### src/rtl/tmr_ch_pkg.sv
package tmr_ch_pkg;

  localparam logic [1:0] ADDR_CTL = 2'd0;
  localparam logic [1:0] ADDR_HI  = 2'd1;
  localparam logic [1:0] ADDR_LO  = 2'd2;

  // control byte, bit 7 down to bit 0
  typedef struct packed {
    logic       flag;
    logic       ie;
    logic       msb;
    logic       msa;
    logic [1:0] els;
    logic       tov;
    logic       maxd;
  } ctl_t;

  function automatic logic mode_is_cmp(logic msa, logic [1:0] els);
    return msa & (|els);
  endfunction

  function automatic logic mode_is_cap(logic msa, logic [1:0] els);
    return ~msa & (|els);
  endfunction

  // which edges count: bit 0 enables rising, bit 1 enables falling
  function automatic logic edge_hit(logic rise, logic fall, logic [1:0] els);
    return (rise & els[0]) | (fall & els[1]);
  endfunction

  // pin level after a compare match
  function automatic logic match_level(logic cur, logic [1:0] els);
    case (els)
      2'b01:   return ~cur;
      2'b10:   return 1'b0;
      2'b11:   return 1'b1;
      default: return cur;
    endcase
  endfunction

endpackage

### src/rtl/tmr_ch_sync.sv
module tmr_ch_sync #(
  parameter int STAGES = 2
) (
  input  logic clk,
  input  logic rst_n,
  input  logic din,
  output logic rise,
  output logic fall
);
  localparam int W = STAGES + 1;

  logic [W-1:0] sh;

  always_ff @(posedge clk or negedge rst_n) begin
    if (!rst_n) sh <= '0;
    else        sh <= {sh[W-2:0], din};
  end

  assign rise = sh[STAGES-1] & ~sh[STAGES];
  assign fall = ~sh[STAGES-1] & sh[STAGES];
endmodule

### src/rtl/tmr_ch_flag.sv
module tmr_ch_flag (
  input  logic clk,
  input  logic rst_n,
  input  logic evt,
  input  logic rd_ctl,
  input  logic clr_wr,
  output logic flag,
  output logic armed
);
  always_ff @(posedge clk or negedge rst_n) begin
    if (!rst_n) begin
      flag  <= 1'b0;
      armed <= 1'b0;
    end else if (evt) begin
      flag  <= 1'b1;
      armed <= 1'b0;
    end else if (clr_wr && armed) begin
      flag  <= 1'b0;
      armed <= 1'b0;
    end else if (rd_ctl && flag) begin
      armed <= 1'b1;
    end
  end
endmodule

### src/rtl/tmr_ch_outpin.sv
module tmr_ch_outpin
  import tmr_ch_pkg::*;
(
  input  logic       clk,
  input  logic       rst_n,
  input  logic       cmp_mode,
  input  logic       match,
  input  logic       ovf,
  input  logic       tov,
  input  logic       maxd,
  input  logic [1:0] els,
  output logic       pin_q,
  output logic       pin_out
);
  always_ff @(posedge clk or negedge rst_n) begin
    if (!rst_n) pin_q <= 1'b0;
    else if (cmp_mode) begin
      if (match)                    pin_q <= match_level(pin_q, els);
      else if (ovf && tov && !maxd) pin_q <= ~pin_q;
    end
  end

  always_comb begin
    if (!cmp_mode)                  pin_out = 1'b0;
    else if (maxd && els == 2'b10)  pin_out = 1'b1;
    else if (maxd && els == 2'b11)  pin_out = 1'b0;
    else                            pin_out = pin_q;
  end
endmodule

### src/rtl/tmr_chan.sv
module tmr_chan
  import tmr_ch_pkg::*;
#(
  parameter int CW          = 16,
  parameter int DW          = 8,
  parameter int AW          = 2,
  parameter int HAS_MODE_B  = 1,
  parameter int SYNC_STAGES = 2
) (
  input  logic          clk,
  input  logic          rst_n,
  input  logic          bus_wr,
  input  logic          bus_rd,
  input  logic [AW-1:0] bus_addr,
  input  logic [DW-1:0] bus_wdata,
  output logic [DW-1:0] bus_rdata,
  input  logic [CW-1:0] cnt_val,
  input  logic          cnt_ovf,
  input  logic          ch_pin_in,
  output logic          ch_pin_out,
  output logic          ch_irq
);
  localparam int HW = CW - DW;
  localparam logic MB_EN = (HAS_MODE_B != 0);

  logic          ie, msb, msa, tov, maxd;
  logic [1:0]    els;
  logic [CW-1:0] val_q;
  logic          flag_q, armed_q;
  logic          rise, fall;
  logic          cap_mode, cmp_mode;
  logic          cap_evt, match_evt, evt;
  logic          rd_ctl, wr_ctl, clr_wr;
  logic          pin_q;
  ctl_t          ctl_view;

  assign cap_mode  = mode_is_cap(msa, els);
  assign cmp_mode  = mode_is_cmp(msa, els);
  assign cap_evt   = cap_mode & edge_hit(rise, fall, els);
  assign match_evt = cmp_mode & (cnt_val == val_q);
  assign evt       = cap_evt | match_evt;

  assign rd_ctl = bus_rd & (bus_addr == AW'(ADDR_CTL));
  assign wr_ctl = bus_wr & (bus_addr == AW'(ADDR_CTL));
  assign clr_wr = wr_ctl & ~bus_wdata[7];

  always_ff @(posedge clk or negedge rst_n) begin
    if (!rst_n) begin
      ie <= 1'b0; msb <= 1'b0; msa <= 1'b0;
      els <= 2'b00; tov <= 1'b0; maxd <= 1'b0;
    end else if (wr_ctl) begin
      ie   <= bus_wdata[6];
      msb  <= MB_EN & bus_wdata[5];
      msa  <= bus_wdata[4];
      els  <= bus_wdata[3:2];
      tov  <= bus_wdata[1];
      maxd <= bus_wdata[0];
    end
  end

  always_ff @(posedge clk or negedge rst_n) begin
    if (!rst_n) val_q <= '0;
    else if (cap_evt) val_q <= cnt_val;
    else if (bus_wr && bus_addr == AW'(ADDR_HI)) val_q[CW-1:DW] <= bus_wdata[HW-1:0];
    else if (bus_wr && bus_addr == AW'(ADDR_LO)) val_q[DW-1:0]  <= bus_wdata;
  end

  tmr_ch_sync #(.STAGES(SYNC_STAGES)) u_sync (
    .clk(clk), .rst_n(rst_n), .din(ch_pin_in), .rise(rise), .fall(fall)
  );

  tmr_ch_flag u_flag (
    .clk(clk), .rst_n(rst_n), .evt(evt), .rd_ctl(rd_ctl), .clr_wr(clr_wr),
    .flag(flag_q), .armed(armed_q)
  );

  tmr_ch_outpin u_pin (
    .clk(clk), .rst_n(rst_n), .cmp_mode(cmp_mode), .match(match_evt),
    .ovf(cnt_ovf), .tov(tov), .maxd(maxd), .els(els),
    .pin_q(pin_q), .pin_out(ch_pin_out)
  );

  assign ctl_view = '{flag: flag_q, ie: ie, msb: msb, msa: msa,
                      els: els, tov: tov, maxd: maxd};

  always_comb begin
    case (bus_addr)
      AW'(ADDR_CTL): bus_rdata = ctl_view;
      AW'(ADDR_HI):  bus_rdata = DW'(val_q[CW-1:DW]);
      AW'(ADDR_LO):  bus_rdata = val_q[DW-1:0];
      default:       bus_rdata = '0;
    endcase
  end

  assign ch_irq = flag_q & ie;
endmodule

### config.mk
export PLATFORM = sky130hd
export DESIGN_NAME = tmr_chan
export DESIGN_NICKNAME = d
export VERILOG_FILES = /design/src/rtl/tmr_ch_pkg.sv /design/src/rtl/tmr_ch_sync.sv /design/src/rtl/tmr_ch_flag.sv /design/src/rtl/tmr_ch_outpin.sv /design/src/rtl/tmr_chan.sv
export SDC_FILE = /design/constraint.sdc
export NUM_CORES = 1
export LEC_CHECK = 0
export BUFFER_PORTS_ARGS = -buffer_cell sky130_fd_sc_hd__clkbuf_2
export CAP_MARGIN = 20
export CELL_PAD_IN_SITES_DETAIL_PLACEMENT = 1
export CELL_PAD_IN_SITES_GLOBAL_PLACEMENT = 1
export CORE_AREA = 2 2 73 75
export CTS_CLUSTER_SIZE = 14
export DETAILED_ROUTE_END_ITERATION = 10
export DIE_AREA = 0 0 75 77
export HOLD_SLACK_MARGIN = 0.08
export PLACE_DENSITY_LB_ADDON = 0.1
export RECOVER_POWER = 100
export SYNTH_ARGS = -nofsm -noshare
export SYNTH_HDL_FRONTEND = slang
export SYNTH_SLANG_ARGS = --single-unit
export TNS_END_PERCENT = 30
### constraint.sdc
create_clock -name clk -period 1.4 [get_ports clk]
set_input_delay 0.21 -clock clk [delete_from_list [all_inputs] [get_ports clk]]
set_output_delay 0.21 -clock clk [all_outputs]
set_load 0.05 [all_outputs]
==> impl_metrics.csv <==
group,metric,value,unit
clock_network,insertion_delay,0.28,ns
sta,fin_worst_skew,0.00384,ns
floorplanning,floorplan.die_area,5780,sq um
drt,first_pass_iters,4,
floorplanning,chipHeight,77,um
power,powerDensity,1500,nW/um^2
clock_network,cts.clk_slew.worst_paths,0.06,ns
global_routing,grtUsageMet1,0.271,
run_status,violations,"negative setup slack",
power,pwr-share-clk,0.177,
critical_path,crit_arrival,1.77,ns
logic_synthesis,syn_inst,179,
logic_synthesis,ys_warn_count,0,
power,power_frac_comb,0.507,
drt,wl_per_cell,18.2,um
floorplanning,floorplan.rows,26,
drt,drcViolationCount,0,
logic_synthesis,synth_edf_count,0,
global_routing,grt_max_degree,21,
power,sequentialPowerShare,0.316,
global_routing,use_met3,0.0394,
global_routing,grt_pass1_vias,1915,
sta,min_period,1.62,ns
hold_path,hp-class,"input port to flop",
logic_synthesis,synth.distinct_cells,30,
global_routing,grt_pass1_wl,9390,um
logic_synthesis,syn_area_per_cell,9.60,sq um
clock_network,tritoncts,"built",
critical_path,worst_setup_path_end_kind,"flop",
sta,final-setup-viol-count,8,
clock_network,cts_root_buffer,"clkbuf_8",
floorplanning,io_pins,42,
cells_and_area,drive_gt1_frac,0.458,
drt,vias_per_cell,5.13,
logic_synthesis,synth-main-ff-cell,"dfrtp_1",
power,p_switching,1550,uW
run_status,outcome,"finished with violations",
critical_path,startpoint_type,"flop",
placement,gp_congestion,0.898,
critical_path,critPathMaxFanout,3,
clock_network,cts_num_sinks,29,
clock_network,h-tree-depth,2,
global_routing,grt_overflow,0,
placement,hpwl,4470,um
placement,io_buffers,41,
sta,tightest_slew,0.776,ns
logic_synthesis,syn_nets,211,
floorplanning,initial_core_util,0.345,
cells_and_area,nets,294,
critical_path,crit_type,"flop to flop",
clock_network,cts-buffers-inserted,5,
flow_run,cap_violations,0,
global_routing,grt.total_usage,0.219,
floorplanning,die_w,75,um
cells_and_area,area_growth,57.3,%
clock_network,cts_buffer_depth,2,
sta,grt_setup_unrepaired,"true",
drt,first_iter_violations,71,
cells_and_area,stdcell_count,332,
sta,fmax,619,MHz
drt,vias,1703,
placement,dp_slack,-0.223,ns
logic_synthesis,synth_seq_cells,29,
sta,slew_violations,0,
critical_path,required,1.56,ns
global_routing,antenna_found_initial,0,
drt,antenna_left,0,
logic_synthesis,synth_area,1720,sq um
sta,hold_viol,0,
sta,slew_headroom,0.482,
power,p_leak,0.00124,uW
logic_synthesis,async_reset_ff_frac,1.00,
power,irDropWorstVdd,0.000651,V
cells_and_area,n_antenna_cell,0,
power,power_switching_share,0.382,
floorplanning,core,4980,sq um
sta,setup_slack,-0.216,ns
global_routing,busiest_layer,"met2",
global_routing,met2_usage,0.375,
sta,finalCritPeriodShare,1.15,
power,internal_power,2510,uW
drt,routed_wl,6030,um
placement,dp_cells,315,
logic_synthesis,ys_seq_area_frac,0.422,
-- cells in the mapped netlist (2+ instances only) --
cell type  number  area (sq um)
o21ai_0        29           145
clkbuf_1        2          7.51
nor2_1          3          11.3
mux2_2          6          67.6
o211ai_1        2          15.0
nor3_1          4          20.0
nand3_1         3          15.0
nand2_1        28           105
nor2b_1         2          12.5
nand3b_1        6          45.0
buf_2           5          25.0
xnor2_1        15           131
nand4_1         6          37.5
dfrtp_1        29           726
mux2i_1        24           240
-- power by group through the flow --
stage / logic (uW) / clock network, uW / registers, uW
detailed placement: 1760 / 0 / 1260
global route: 2200 / 775 / 1320
floorplan: 894 / 0 / 1240
CTS: 1900 / 743 / 1280
global placement: 1710 / 0 / 1250
finish: 2060 / 717 / 1280
-- metrics by stage --
stage / area [sq um] / power, uW / utilization / setup TNS (ns) / hold WS (ns)
2_1_floorplan: 1740 / 2140 / - / -0.349 / -0.0856
3_3_place_gp: 2390 / 2960 / 0.481 / -0.320 / 0.144
3_5_place_dp: 2390 / 3020 / 0.481 / -0.439 / 0.150
4_1_cts: 2610 / 3910 / 0.525 / -0.647 / 0.159
5_1_grt: 2700 / 4290 / 0.543 / -3.88 / 0.171
6_report: 2700 / 4060 / 0.543 / -0.824 / 0.166
-- metal layers --
layer,share of wire,wire (um)
met2,0.55,3320
met3,0.042,253
met1,0.39,2360
met4,0.015,93
met5,0,0
-- critical path: stages (launching register included) --
cell and delay, ns:
dfrtp_1 0.41, xnor2_2 0.26, nand4_1 0.15, or3_4 0.38, o21ai_1 0.18, nand4_1 0.10
-- what timing repair did --
action / in CTS / in global routing
pin swaps: 8 / 5
setup endpoints to repair: 10 / 28
gates cloned: 0 / 2
endpoints found under the hold margin: 14 / 0
hold buffers: 2 / 0
resized for setup: 18 / 29
setup buffers: 3 / 3
-- sequential cells by signal (all words and copies together), names as in the netlist --
signal	cells
u_flag.flag	1
val_q	16
els	2
maxd	1
tov	1
msb	1
u_flag.armed	1
ie	1
u_pin.pin_q	1
u_sync.sh	3
msa	1
-- placed cells by master (no fill, tap or decap), drive strengths merged, types with 2 or more instances in the layout --
cell / count
nand3: 3
nor2b: 2
nand2: 28
o21ai: 29
nor3: 4
o211ai: 2
clkbuf: 42
dfrtp: 29
dlygate4sd3: 2
nand3b: 6
xnor2: 15
nand4: 6
mux2i: 24
nor3b: 2
mux2: 6
nor2: 3
buf: 48
-- area by class of cell --
type	instances	area, sq um
sequential	29	727
clock buffer	7	86.3
timing repair buffer	85	699
tap	70	87.6
inverter	1	3.75
multi-input combinational	140	1100
fill	577	2270
-- cells by family (layout without fill, tap and decap cells) --
kind of cell,Yosys count,after routing,share of synthesized area
flops,29,29,0.422
buf+inv,10,93,0.0277
xor+xnor,16,16,0.0815
mux,30,30,0.179
simple gates,58,58,0.175
compound gates,36,36,0.114
-- final timing paths --
| path | start | to | slack (ns) | cells past startpoint |
|---|---|---|---|---|
| hold reg to reg | u_sync.sh[0] | u_sync.sh[1] | 0.35 | 0 |
| min in group asynchronous | rst_n | u_flag.armed | 0.55 | 2 |
| max in group asynchronous | rst_n | els[0] | 0.04 | 3 |
| setup reg to reg | val_q[6] | u_pin.pin_q | -0.22 | 5 |
| hold / removal | cnt_val[0] | val_q[0] | 0.17 | 3 |
| setup / recovery | val_q[6] | u_pin.pin_q | -0.22 | 5 |
Power figures use the tool's default switching activity.
